--- config.mk ---
export PLATFORM = sky130hd
export DESIGN_NAME = ord_store_buf
export DESIGN_NICKNAME = d
export VERILOG_FILES = /design/src/rtl/sbuf_pkg.sv /design/src/rtl/sbuf_ring.sv /design/src/rtl/sbuf_match.sv /design/src/rtl/sbuf_port_arb.sv /design/src/rtl/ord_store_buf.sv
export SDC_FILE = /design/constraint.sdc
export NUM_CORES = 2
export LEC_CHECK = 0
export BUFFER_PORTS_ARGS = -buffer_cell sky130_fd_sc_hd__buf_2
export CAP_MARGIN = 0
export CORE_ASPECT_RATIO = 1.5
export CORE_MARGIN = 2
export CORE_UTILIZATION = 50
export DETAILED_ROUTE_END_ITERATION = 10
export MAX_ROUTING_LAYER = met4
export PLACE_DENSITY = 0.75
export SLEW_MARGIN = 0
export SYNTH_ARGS = -nofsm -noshare
export SYNTH_HDL_FRONTEND = slang
export SYNTH_HIERARCHICAL = 1
export SYNTH_SLANG_ARGS = --single-unit
--- constraint.sdc ---
create_clock -name clk -period 7.1 [get_ports clk]
set_clock_uncertainty 0.15 [all_clocks]
set_input_delay 0.71 -clock clk [delete_from_list [all_inputs] [get_ports clk]]
set_output_delay 0.71 -clock clk [all_outputs]
set_load 0.1 [all_outputs]
--- src/rtl/sbuf_pkg.sv ---
package sbuf_pkg;

  typedef enum logic [1:0] {
    PORT_IDLE,
    PORT_LOAD,
    PORT_BYPASS,
    PORT_RETIRE
  } port_src_e;

  // advance a ring pointer by one slot
  function automatic int unsigned ring_step(int unsigned p, int unsigned n);
    return (p + 1 >= n) ? 0 : p + 1;
  endfunction

  // slot holding the entry that is `age` places younger than the head
  function automatic int unsigned ring_age(int unsigned head, int unsigned age, int unsigned n);
    return (head + age) % n;
  endfunction

  // true when the low `lanes` bits of the enable vector are all set
  function automatic logic covers_word(logic [63:0] be, int unsigned lanes);
    for (int unsigned i = 0; i < lanes; i++) begin
      if (!be[i]) return 1'b0;
    end
    return 1'b1;
  endfunction

endpackage

--- src/rtl/sbuf_ring.sv ---
module sbuf_ring import sbuf_pkg::*; #(
  parameter int AW    = 32,
  parameter int DW    = 32,
  parameter int DEPTH = 8
) (
  input  logic                                  clk,
  input  logic                                  rst_n,
  input  logic                                  push,
  input  logic [AW-1:0]                         push_addr,
  input  logic [DW-1:0]                         push_data,
  input  logic [DW/8-1:0]                       push_be,
  input  logic                                  pop,
  output logic [AW-1:0]                         ent_addr [DEPTH],
  output logic [DW-1:0]                         ent_data [DEPTH],
  output logic [DW/8-1:0]                       ent_be   [DEPTH],
  output logic [((DEPTH > 1) ? $clog2(DEPTH) : 1)-1:0] head_ptr,
  output logic [$clog2(DEPTH+1)-1:0]            occ
);
  localparam int PW = (DEPTH > 1) ? $clog2(DEPTH) : 1;
  localparam int CW = $clog2(DEPTH + 1);

  logic [PW-1:0] tail_ptr;

  // storage carries no reset: only slots below occ are ever looked at
  always_ff @(posedge clk) begin
    if (push) begin
      ent_addr[tail_ptr] <= push_addr;
      ent_data[tail_ptr] <= push_data;
      ent_be[tail_ptr]   <= push_be;
    end
  end

  always_ff @(posedge clk or negedge rst_n) begin
    if (!rst_n) begin
      head_ptr <= '0;
      tail_ptr <= '0;
      occ      <= '0;
    end else begin
      if (push) tail_ptr <= PW'(ring_step(32'(tail_ptr), DEPTH));
      if (pop)  head_ptr <= PW'(ring_step(32'(head_ptr), DEPTH));
      unique case ({push, pop})
        2'b10:   occ <= occ + CW'(1);
        2'b01:   occ <= occ - CW'(1);
        default: ;
      endcase
    end
  end

  AST_NO_OVERFLOW: assert property (@(posedge clk) disable iff (!rst_n)
    occ <= CW'(DEPTH));
  AST_NO_UNDERFLOW: assert property (@(posedge clk) disable iff (!rst_n)
    pop |-> (occ != '0));
  AST_FULL_NO_PUSH: assert property (@(posedge clk) disable iff (!rst_n)
    (occ == CW'(DEPTH) && !pop) |-> !push);

endmodule

--- src/rtl/sbuf_match.sv ---
module sbuf_match import sbuf_pkg::*; #(
  parameter int AW    = 32,
  parameter int DW    = 32,
  parameter int DEPTH = 8
) (
  input  logic [AW-1:0]                         ent_addr [DEPTH],
  input  logic [DW-1:0]                         ent_data [DEPTH],
  input  logic [DW/8-1:0]                       ent_be   [DEPTH],
  input  logic [((DEPTH > 1) ? $clog2(DEPTH) : 1)-1:0] head_ptr,
  input  logic [$clog2(DEPTH+1)-1:0]            occ,
  input  logic [AW-1:0]                         probe_addr,
  output logic                                  hit,
  output logic                                  hit_whole,
  output logic [DW-1:0]                         hit_data
);
  localparam int PW  = (DEPTH > 1) ? $clog2(DEPTH) : 1;
  localparam int BEW = DW / 8;

  // walk oldest to youngest; the last match seen is the youngest one
  always_comb begin : scan
    logic [PW-1:0] slot;
    slot      = '0;
    hit       = 1'b0;
    hit_whole = 1'b0;
    hit_data  = '0;
    for (int i = 0; i < DEPTH; i++) begin
      slot = PW'(ring_age(32'(head_ptr), i, DEPTH));
      if (32'(i) < 32'(occ) && ent_addr[slot] == probe_addr) begin
        hit       = 1'b1;
        hit_whole = covers_word(64'(ent_be[slot]), BEW);
        hit_data  = ent_data[slot];
      end
    end
  end

endmodule

--- src/rtl/sbuf_port_arb.sv ---
module sbuf_port_arb import sbuf_pkg::*; #(
  parameter int AW = 32,
  parameter int DW = 32
) (
  input  logic            clk,
  input  logic            rst_n,
  input  logic            ld_req,
  input  logic [AW-1:0]   ld_addr,
  input  logic            byp_req,
  input  logic [AW-1:0]   byp_addr,
  input  logic [DW-1:0]   byp_data,
  input  logic [DW/8-1:0] byp_be,
  input  logic            buf_req,
  input  logic [AW-1:0]   buf_addr,
  input  logic [DW-1:0]   buf_data,
  input  logic [DW/8-1:0] buf_be,
  input  logic            mem_ready,
  output logic            mem_valid,
  output logic            mem_we,
  output logic [AW-1:0]   mem_addr,
  output logic [DW-1:0]   mem_wdata,
  output logic [DW/8-1:0] mem_be,
  output logic            ld_go,
  output logic            byp_go,
  output logic            buf_go
);
  port_src_e sel;

  // fixed priority: loads, then direct writes, then queue retirement
  always_comb begin
    sel = PORT_IDLE;
    if (ld_req)       sel = PORT_LOAD;
    else if (byp_req) sel = PORT_BYPASS;
    else if (buf_req) sel = PORT_RETIRE;

    mem_valid = (sel != PORT_IDLE);
    mem_we    = 1'b0;
    mem_addr  = '0;
    mem_wdata = '0;
    mem_be    = '0;
    unique case (sel)
      PORT_LOAD: begin
        mem_addr = ld_addr;
        mem_be   = '1;
      end
      PORT_BYPASS: begin
        mem_we    = 1'b1;
        mem_addr  = byp_addr;
        mem_wdata = byp_data;
        mem_be    = byp_be;
      end
      PORT_RETIRE: begin
        mem_we    = 1'b1;
        mem_addr  = buf_addr;
        mem_wdata = buf_data;
        mem_be    = buf_be;
      end
      default: ;
    endcase
  end

  assign ld_go  = (sel == PORT_LOAD)   && mem_ready;
  assign byp_go = (sel == PORT_BYPASS) && mem_ready;
  assign buf_go = (sel == PORT_RETIRE) && mem_ready;

  AST_ONE_GRANT: assert property (@(posedge clk) disable iff (!rst_n)
    $onehot0({ld_go, byp_go, buf_go}));
  AST_GRANT_NEEDS_READY: assert property (@(posedge clk) disable iff (!rst_n)
    (ld_go || byp_go || buf_go) |-> (mem_valid && mem_ready));

endmodule

--- src/rtl/ord_store_buf.sv ---
module ord_store_buf import sbuf_pkg::*; #(
  parameter int AW    = 32,
  parameter int DW    = 32,
  parameter int DEPTH = 8
) (
  input  logic            clk,
  input  logic            rst_n,
  input  logic            st_valid,
  output logic            st_ready,
  input  logic            st_bypass,
  input  logic [AW-1:0]   st_addr,
  input  logic [DW-1:0]   st_data,
  input  logic [DW/8-1:0] st_be,
  input  logic            ld_valid,
  input  logic            ld_uncached,
  input  logic [AW-1:0]   ld_addr,
  output logic            ld_done,
  output logic [DW-1:0]   ld_rdata,
  input  logic            ev_req,
  output logic            ev_ack,
  output logic            sb_empty,
  output logic            drain_done,
  output logic            mem_valid,
  input  logic            mem_ready,
  output logic            mem_we,
  output logic [AW-1:0]   mem_addr,
  output logic [DW-1:0]   mem_wdata,
  output logic [DW/8-1:0] mem_be,
  input  logic            mem_rvalid,
  input  logic [DW-1:0]   mem_rdata
);
  localparam int BEW = DW / 8;
  localparam int PW  = (DEPTH > 1) ? $clog2(DEPTH) : 1;
  localparam int CW  = $clog2(DEPTH + 1);

  logic [AW-1:0]  ent_addr [DEPTH];
  logic [DW-1:0]  ent_data [DEPTH];
  logic [BEW-1:0] ent_be   [DEPTH];
  logic [PW-1:0]  head_ptr;
  logic [CW-1:0]  occ;

  logic           push, pop, is_full;
  logic           hit, hit_whole;
  logic [DW-1:0]  hit_data;
  logic           ld_wait, ld_fresh;
  logic           fwd_now, part_hold, uc_hold, ld_issue;
  logic           byp_req, st_take;
  logic           ld_go, byp_go;

  sbuf_ring #(.AW(AW), .DW(DW), .DEPTH(DEPTH)) u_ring (
    .clk       (clk),
    .rst_n     (rst_n),
    .push      (push),
    .push_addr (st_addr),
    .push_data (st_data),
    .push_be   (st_be),
    .pop       (pop),
    .ent_addr  (ent_addr),
    .ent_data  (ent_data),
    .ent_be    (ent_be),
    .head_ptr  (head_ptr),
    .occ       (occ)
  );

  sbuf_match #(.AW(AW), .DW(DW), .DEPTH(DEPTH)) u_match (
    .ent_addr   (ent_addr),
    .ent_data   (ent_data),
    .ent_be     (ent_be),
    .head_ptr   (head_ptr),
    .occ        (occ),
    .probe_addr (ld_addr),
    .hit        (hit),
    .hit_whole  (hit_whole),
    .hit_data   (hit_data)
  );

  // load classification
  assign sb_empty  = (occ == '0);
  assign is_full   = (occ == CW'(DEPTH));
  assign ld_fresh  = ld_valid && !ld_wait;
  assign fwd_now   = ld_fresh && !ld_uncached && hit && hit_whole;
  assign part_hold = ld_fresh && !ld_uncached && hit && !hit_whole;
  assign uc_hold   = ld_fresh && ld_uncached && !sb_empty;
  assign ld_issue  = ld_fresh && !fwd_now && !part_hold && !uc_hold;

  // store intake: an active load is older than any store offered beside it
  assign st_take  = !ld_valid && !ev_req && !is_full;
  assign push     = st_valid && !st_bypass && st_take;
  assign byp_req  = st_valid && st_bypass && !ld_valid && sb_empty;
  assign st_ready = st_bypass ? byp_go : st_take;

  sbuf_port_arb #(.AW(AW), .DW(DW)) u_arb (
    .clk       (clk),
    .rst_n     (rst_n),
    .ld_req    (ld_issue),
    .ld_addr   (ld_addr),
    .byp_req   (byp_req),
    .byp_addr  (st_addr),
    .byp_data  (st_data),
    .byp_be    (st_be),
    .buf_req   (!sb_empty),
    .buf_addr  (ent_addr[head_ptr]),
    .buf_data  (ent_data[head_ptr]),
    .buf_be    (ent_be[head_ptr]),
    .mem_ready (mem_ready),
    .mem_valid (mem_valid),
    .mem_we    (mem_we),
    .mem_addr  (mem_addr),
    .mem_wdata (mem_wdata),
    .mem_be    (mem_be),
    .ld_go     (ld_go),
    .byp_go    (byp_go),
    .buf_go    (pop)
  );

  always_ff @(posedge clk or negedge rst_n) begin
    if (!rst_n)          ld_wait <= 1'b0;
    else if (ld_go)      ld_wait <= 1'b1;
    else if (mem_rvalid) ld_wait <= 1'b0;
  end

  assign ld_done    = fwd_now || (ld_wait && mem_rvalid);
  assign ld_rdata   = fwd_now ? hit_data : mem_rdata;
  assign ev_ack     = ev_req && sb_empty;
  assign drain_done = pop && (occ == CW'(1)) && !push;

  AST_LOAD_FIRST: assert property (@(posedge clk) disable iff (!rst_n)
    ld_issue |-> !pop);
  AST_FWD_NO_READ: assert property (@(posedge clk) disable iff (!rst_n)
    fwd_now |-> !ld_go);
  AST_PARTIAL_WAIT: assert property (@(posedge clk) disable iff (!rst_n)
    part_hold |-> !ld_go);
  AST_UC_AFTER_DRAIN: assert property (@(posedge clk) disable iff (!rst_n)
    (ld_go && ld_uncached) |-> sb_empty);
  AST_BYPASS_EMPTY: assert property (@(posedge clk) disable iff (!rst_n)
    (st_valid && st_bypass && st_ready) |-> (sb_empty && mem_we));
  AST_BYPASS_NOT_QUEUED: assert property (@(posedge clk) disable iff (!rst_n)
    (st_valid && st_bypass && st_ready) |=> sb_empty);
  AST_EVENT_NO_GROW: assert property (@(posedge clk) disable iff (!rst_n)
    ev_req |=> (occ <= $past(occ)));
  AST_DRAIN_LAST: assert property (@(posedge clk) disable iff (!rst_n)
    drain_done |=> sb_empty);
  AST_LOAD_BLOCKS_STORE: assert property (@(posedge clk) disable iff (!rst_n)
    ld_valid |=> (occ <= $past(occ)));

endmodule

; Word-level counts from Yosys, hierarchy flattened
; Index checks and enable logic that the tools add are counted.
[classes]
bitwise_logic = 9
n_shift = 0
order_cmp = 20
muxes = 309
mul = 0
addsub = 10
reduce_logical = 51
eq_ne = 15
div_mod_pow = 0
[op_table]
columns = cell, n
row1 = binary-select mux 32 bit (select 3 bit), 16
row2 = 2-to-1 mux 32 bit, 42
row3 = bitwise mux 256 bit, 2
row4 = equality test 32 bit, 8
row5 = 2-to-1 mux 1 bit, 212
row6 = binary-select mux 4 bit (select 3 bit), 8
row7 = demux 32 bit (select 3 bit), 1
row8 = one-hot mux 32 bit (3 select lines), 1
row9 = 2-to-1 mux 4 bit, 17
row10 = one-hot mux 32 bit (2 select lines), 1
row11 = "greater-or-equal comparator 4 bit, second input constant", 11
row12 = NOT 3 -> 4 bit, 9
row13 = logical AND 1 bit, 33
row14 = bitwise mux 32 bit, 1
row15 = "< comparator 3 x 4 -> 1 bit, first input constant", 4
row16 = "adder 3 bit, second input constant", 4
row17 = demux 4 bit (select 3 bit), 1
row18 = logical NOT 1 bit, 12
row19 = one-hot mux 4 bit (3 select lines), 1
row20 = "adder 3 x 1 -> 4 bit, second input constant", 2
row21 = "< comparator 1 x 4 -> 1 bit, first input constant", 2
row22 = "< comparator 2 x 4 -> 1 bit, first input constant", 2
row23 = one-hot mux 4 bit (2 select lines), 1
row24 = "adder 3 x 2 -> 3 bit, second input constant", 2
row25 = 13 further kinds, 21
[totals]
wordCells = 442
latch_bits = 0
input_bits = 141
mem_count = 0
mem_bits_ro = 0
ram_bits = 0
reg_bits = 555
output_inout_bits = 107

; Logic depth before layout (Yosys ltp)
[logic_depth]
depth_word = 35
depth_mapped = 38
depth_no_buf = 23

; Cells and area by module
; Netlist, hierarchy kept.
[by_module_without_submodules]
columns = mod, cells_per_inst, area_per_inst_um2, instances, seq_area_each_um2
row1 = sbuf_match, 2578, 27390.0, 1, 0.0
row2 = sbuf_ring, 607, 16925.0, 1, 16585.9
row3 = ord_store_buf, 301, 4568.1, 1, 25.0
row4 = sbuf_port_arb, 279, 1584.0, 1, 0.0

; Worst setup path after synthesis
; OpenSTA, ideal clock, no wires.
[synth_timing]
path_type = reg-to-output
startpoint = register u_ring/head_ptr[0] in the netlist's numbering
endpoint = output port drain_done
required_time_ps = 6240
stages_incl_launch_ff = 34
slack_ps = -1374
arrival_time_ps = 7614
path_buffers = 15
path_cell_list = dfrtp_1 > buf_4 > inv_2 > buf_2 > buf_4 > buf_2 > buf_2 > buf_2 > ha_1 > buf_2 > buf_6 > buf_4 > buf_2 > buf_2 > mux4_2 > mux2i_1 > xnor2_1 > nor4_1 > nand4_1 > nor4_1 > nand4_1 > o41ai_4 > buf_2 > inv_1 > nand4_1 > nor2_1 > a21oi_1 > nor3b_1 > buf_6 > buf_6 > buf_4 > nor3_1 > nand3_1 > nor2_1
[synth_between]
elab_cells_between_ends = 293
classes_between = add/sub (7) / eq/ne (9) / mux (249) / bitwise (8) / reduce/logical (20)
[synth_lines]
columns = element, line_no
row1 = from (decl), sbuf_ring.sv:16  ; output logic [((DEPTH > 1) ? $clog2(DEPTH) : 1)-1:0] head_ptr,
row2 = from (signal assigned), sbuf_ring.sv:40  ; if (pop) head_ptr <= PW'(ring_step(32'(head_ptr), DEPTH));
row3 = adder 3 x 1 -> 4 bit / NOT 3 -> 4 bit (equally long branches), "sbuf_pkg.sv:17, sbuf_match.sv:28"
row4 = NOT 3 -> 4 bit (implied by the code) / binary-select mux 32 bit (select 3 bit) (equally long branches), sbuf_match.sv:28  ; if (32'(i) < 32'(occ) && ent_addr[slot] == probe_addr) begin
row5 = binary-select mux 32 bit (select 3 bit) / 2-to-1 mux 32 bit (equally long branches), sbuf_match.sv:28
row6 = 2-to-1 mux 32 bit (implied by the code), sbuf_match.sv:28
row7 = 2-to-1 mux 32 bit (implied by the code) / equality test 32 bit (equally long branches), sbuf_match.sv:28
row8 = equality test 32 bit / logical AND 1 bit (equally long branches), sbuf_match.sv:28
row9 = logical AND 1 bit / 2-to-1 mux 1 bit (equally long branches), sbuf_match.sv:28
row10 = 2-to-1 mux 1 bit (6 in series), sbuf_match.sv:28
row11 = [1 not listed], -
row12 = via hit, ord_store_buf.sv:43  ; logic hit, hit_whole;
row13 = [3 not listed], -
row14 = logical AND 1 bit, ord_store_buf.sv:84  ; assign ld_issue = ld_fresh && !fwd_now && !part_hold && !uc_hold;
row15 = logical AND 1 bit (*) (2 in series), ord_store_buf.sv:84
row16 = via ld_issue, ord_store_buf.sv:46  ; logic fwd_now, part_hold, uc_hold, ld_issue;
row17 = 2-to-1 mux 2 bit (*), sbuf_port_arb.sv:32  ; if (ld_req) sel = PORT_LOAD;
row18 = equality test 2 bit (*), sbuf_port_arb.sv:64  ; assign buf_go = (sel == PORT_RETIRE) && mem_ready;
row19 = logical AND 1 bit (*), sbuf_port_arb.sv:64
row20 = via pop, ord_store_buf.sv:42  ; logic push, pop, is_full;
row21 = logical AND 1 bit (*) (2 in series), ord_store_buf.sv:125  ; assign drain_done = pop && (occ == CW'(1)) && !push;
row22 = to (decl), ord_store_buf.sv:22  ; output logic drain_done,
; Mark *: on every way through the listed nets, which the timed path passes. The rest lies on a longest branch. The select of a mux whose other input is x is not followed.

; Worst setup path after layout
[layout_timing]
startpoint = register u_ring/head_ptr[1] in the netlist's numbering
endpoint = output port mem_valid
[layout_between]
elab_cells_between_ends = 290
classes_between = add/sub (7) / eq/ne (8) / mux (249) / bitwise (8) / reduce/logical (18)
[layout_lines]
columns = element, line_no
row1 = adder 3 x 1 -> 4 bit / NOT 3 -> 4 bit (equally long branches), "sbuf_pkg.sv:17, sbuf_match.sv:28"
row2 = NOT 3 -> 4 bit (implied by the code) / binary-select mux 32 bit (select 3 bit) (equally long branches), sbuf_match.sv:28
row3 = binary-select mux 32 bit (select 3 bit) / 2-to-1 mux 32 bit (equally long branches), sbuf_match.sv:28
row4 = 2-to-1 mux 32 bit (implied by the code), sbuf_match.sv:28
row5 = 2-to-1 mux 32 bit (implied by the code) / equality test 32 bit (equally long branches), sbuf_match.sv:28
row6 = equality test 32 bit / logical AND 1 bit (equally long branches), sbuf_match.sv:28
row7 = logical AND 1 bit / 2-to-1 mux 1 bit (equally long branches), sbuf_match.sv:28
row8 = 2-to-1 mux 1 bit (6 in series), sbuf_match.sv:28
row9 = [1 not listed], -
row10 = via hit, ord_store_buf.sv:43
row11 = logical AND 1 bit (*), "ord_store_buf.sv:81, ord_store_buf.sv:82"
row12 = logical AND 1 bit, ord_store_buf.sv:81  ; assign fwd_now = ld_fresh && !ld_uncached && hit && hit_whole;
row13 = logical NOT 1 bit, ord_store_buf.sv:84
row14 = logical AND 1 bit, ord_store_buf.sv:84
row15 = logical AND 1 bit (*) (2 in series), ord_store_buf.sv:84
row16 = via ld_issue, ord_store_buf.sv:46
row17 = 2-to-1 mux 2 bit (*), sbuf_port_arb.sv:32
row18 = nonzero test 2 bit (*), sbuf_port_arb.sv:36  ; mem_valid = (sel != PORT_IDLE);
row19 = to (decl), ord_store_buf.sv:23  ; output logic mem_valid,
; Marks and branches as above.

==> metrics.yaml <==
power_and_ir_drop:
  power_density_nw_per_um2: 518.1
  pwr-share-clk_pct: 10.0
  p_int_mw: 15.01
  p_leak_nw: 19.21
  p_comb_share_pct: 77.0
  vdd_drop_max_mv: 0.4085
  power_switching_mw: 14.66
  total_power_mw: 29.68
  seqPwrFrac_pct: 13.0
  p_sw_share_pct: 49.42
route:
  route.met2.wl_mm: 87.15
  vias: 38930
  routed-wl-met3_mm: 18.54
  wl_mm: 179.7
  drtAntennaViolNets: 0
  met1Wirelength_mm: 58.08
  wire_per_inst_um: 34.59
  drt_iter0_drc: 4759
  drc: 0
  vias_per_cell: 7.492
  top_layer_used: "met4"
  drtPass1Iterations: 6
run:
  maxCapViolCount: 0
floorplan:
  num_rows: 142
  coreArea_um2: 100000
  io_pins: 248
  dieArea_um2: 103500
  start_util_pct: 50.45
  die_x_um: 263.4
  die_y_um: 393.1
synth:
  synth.distinct_cells: 82
  synth_area_leader_cell: "edfxtp_1"
  synth_seq_cells: 555
  yosys.area.top_type_share_pct: 32.37
  synth-main-ff-cell: "edfxtp_1"
  synth_fp_nets: 3913
  netlist_top_cells_area: "edfxtp_1 32%, mux4_2 30%, mux2i_1 12%, xnor2_1 3.4%, mux2_2 2.6%"
  yosys-top-cells-count: "674 x mux4_2, 610 x mux2i_1, 544 x edfxtp_1"
  async_flop_share_pct: 1.982
  postSynthAreaPerCell_um2: 13.40
  ys_warn_count: 6
  synthCells: 3765
  seq_area_frac_synth_pct: 32.91
  yosysMostFrequentCell: "mux4_2"
  synth_edf_count: 544
  synth_area_um2: 50470
cells_and_area:
  final_util_pct: 57.26
  final_area_um2: 57280
  synthToLayoutAreaGrowth_pct: 13.49
  fin_nets: 4001
  fin_cells: 5196
  layout-drive-gt1-share_pct: 37.20
clock_network:
  clk_latency_ns: 0.67
  cts_inserted_buffers: 52
  root_buffer: "clkbuf_16"
  cts_tree: "done"
  clkTransAtPathRegs_ns: 0.08
  htreeDepth: 2
  cts_sinks: 555
  cts_buffer_depth: 3
setup_path:
  cp_max_fo: 44
  crit_type: "flip-flop to output port"
  crit_path_start_kind: "flip-flop"
  critPathCaptureType: "output port"
  required_ns: 6.24
  cp.arrival_ns: 6.26
  rrSetupSlack_ns: 0.60
grt:
  grt_overflow_total: 0
  grt_usage_pct: 34.96
  grt_pass1_vias: 38220
  grt_max_degree: 144
  grt_first_pass_wirelength_mm: 258.2
  antenna_found_initial: 5
timing:
  setup_viol: 2
  finalHoldViolations: 0
  drv_slew: 0
  fin_crit_ns: 7.117
  max-slew-margin-rel_pct: 23.08
  fin_crit_sh_pct: 100.2
  setup_ws_ns: -0.01727
  final.setup.tns_ns: -0.01937
  hold_ws_ns: 0.1762
  rsz0062_at_grt: "no"
  worst_pin_slew_ns: 1.154
  fmax_mhz: 140.5
placement:
  place_area_um2: 54940
  dp_slack_ns: 0.1396
  gp_congestion: 1.088
  dp_hpwl_mm: 119.5
  dp_cells: 5072
  port-buffer-count: 247
status:
  violations: "negative setup slack"
  outcome: "finished, violations left"
hold_path:
  min_path_type: "input port to flip-flop"
==> routing by layer <==
metal,vias up,global-route usage (%)
li1,15630,-
met1,19680,39.21
met2,2850,56.49
met3,780,6.540
met4,0,25.31
met5,-,-
==> layout make-up <==
cell class,instances,area [µm²]
Antenna cell,5,12.51
Clock inverter,37,415.4
Inverter,17,70.07
Multi-Input combinational cell,2817,32700
Clock buffer,59,1359
Fill cell,7816,42750
Sequential cell,555,16620
Timing Repair Buffer,410,4472
Tap cell,1296,1622
==> worst paths after layout <==
check | start | cells past startpoint | to
worst max-delay path | u_ring/head_ptr[1] | 20 | mem_valid
worst min-delay path | st_addr[25] | 1 | u_ring/ent_addr[217]
worst max register to register | u_ring/head_ptr[1] | 26 | u_ring/occ[2]
worst min register to register | u_ring/tail_ptr[0] | 1 | u_ring/tail_ptr[0]
max in group asynchronous | rst_n | 2 | u_ring/head_ptr[2]
min in group asynchronous | rst_n | 2 | ld_wait
==> critical path: stages (launching register included) <==
cell	delay, ns
dfrtp_4	0.55
inv_2	0.09
ha_4	0.33
buf_12	0.15
buf_12	0.26
mux4_2	0.42
xnor2_2	0.38
nand3_1	0.13
a31oi_1	0.48
o21ai_0	0.18
nor4_1	0.45
nand4_1	0.31
o41ai_4	0.17
inv_1	0.08
nand4_1	0.17
nor2_1	0.07
a21oi_1	0.24
nor3b_4	0.13
buf_12	0.19
or3_1	0.39
buf_2	0.30
==> state kept, by name, indices dropped and copies added, names as in the netlist <==
register	cells
u_ring/ent_addr	256
u_ring/ent_data	256
u_ring/ent_be	32
u_ring/occ	4
u_ring/head_ptr	3
u_ring/tail_ptr	3
ld_wait	1
==> power by group through the flow <==
stage | clock network [mW] | logic, mW | registers [mW]
floorplan | 0 | 16.3 | 3.86
global placement | 0 | 21.6 | 3.92
detailed placement | 0 | 21.9 | 3.93
CTS | 2.99 | 22.0 | 3.86
global route | 3.11 | 23.5 | 3.88
finish | 2.96 | 22.9 | 3.87
==> cells by family after synthesis <==
group                    count (synthesis)  share of synthesized area [%]
multiplexers                          1402                          44.84
AND/OR/NAND/NOR                        600                          6.032
flip-flops                             555                          32.91
AO/OA/AOI/OAI                          536                          6.932
buffers and inverters                  394                          4.301
XOR/XNOR                               271                          4.807
adder cells (fa/ha/maj)                  7                         0.1735
==> what timing repair did <==
item                                    in CTS  in global routing
cloned                                       1                  5
endpoints found under the hold margin       11                  0
setup buffers                                0                 16
pin swaps                                    1                  5
endpoints found under the setup margin     105                105
gates resized for setup                     11                 42
hold buffers                                 1                  0
==> layout by cell type, fill, tap and decap left out, types with 26 or more instances in the layout <==
master / instances
edfxtp_1: 544
buf_12: 119
buf_4: 120
mux4_2: 674
clkbuf_16: 58
nand4_1: 36
nand3b_1: 69
o21ai_1: 32
o22a_1: 33
a311o_1: 32
a22oi_1: 48
a21oi_1: 144
a21oi_4: 54
nor2_1: 75
o21ai_0: 57
mux2_2: 117
nand3_1: 29
xor2_1: 71
buf_2: 143
xnor2_1: 188
nor4_1: 26
mux2i_1: 610
nor2b_1: 35
nand2_1: 234
a21oi_2: 37
(Power assumes the default switching activity.)
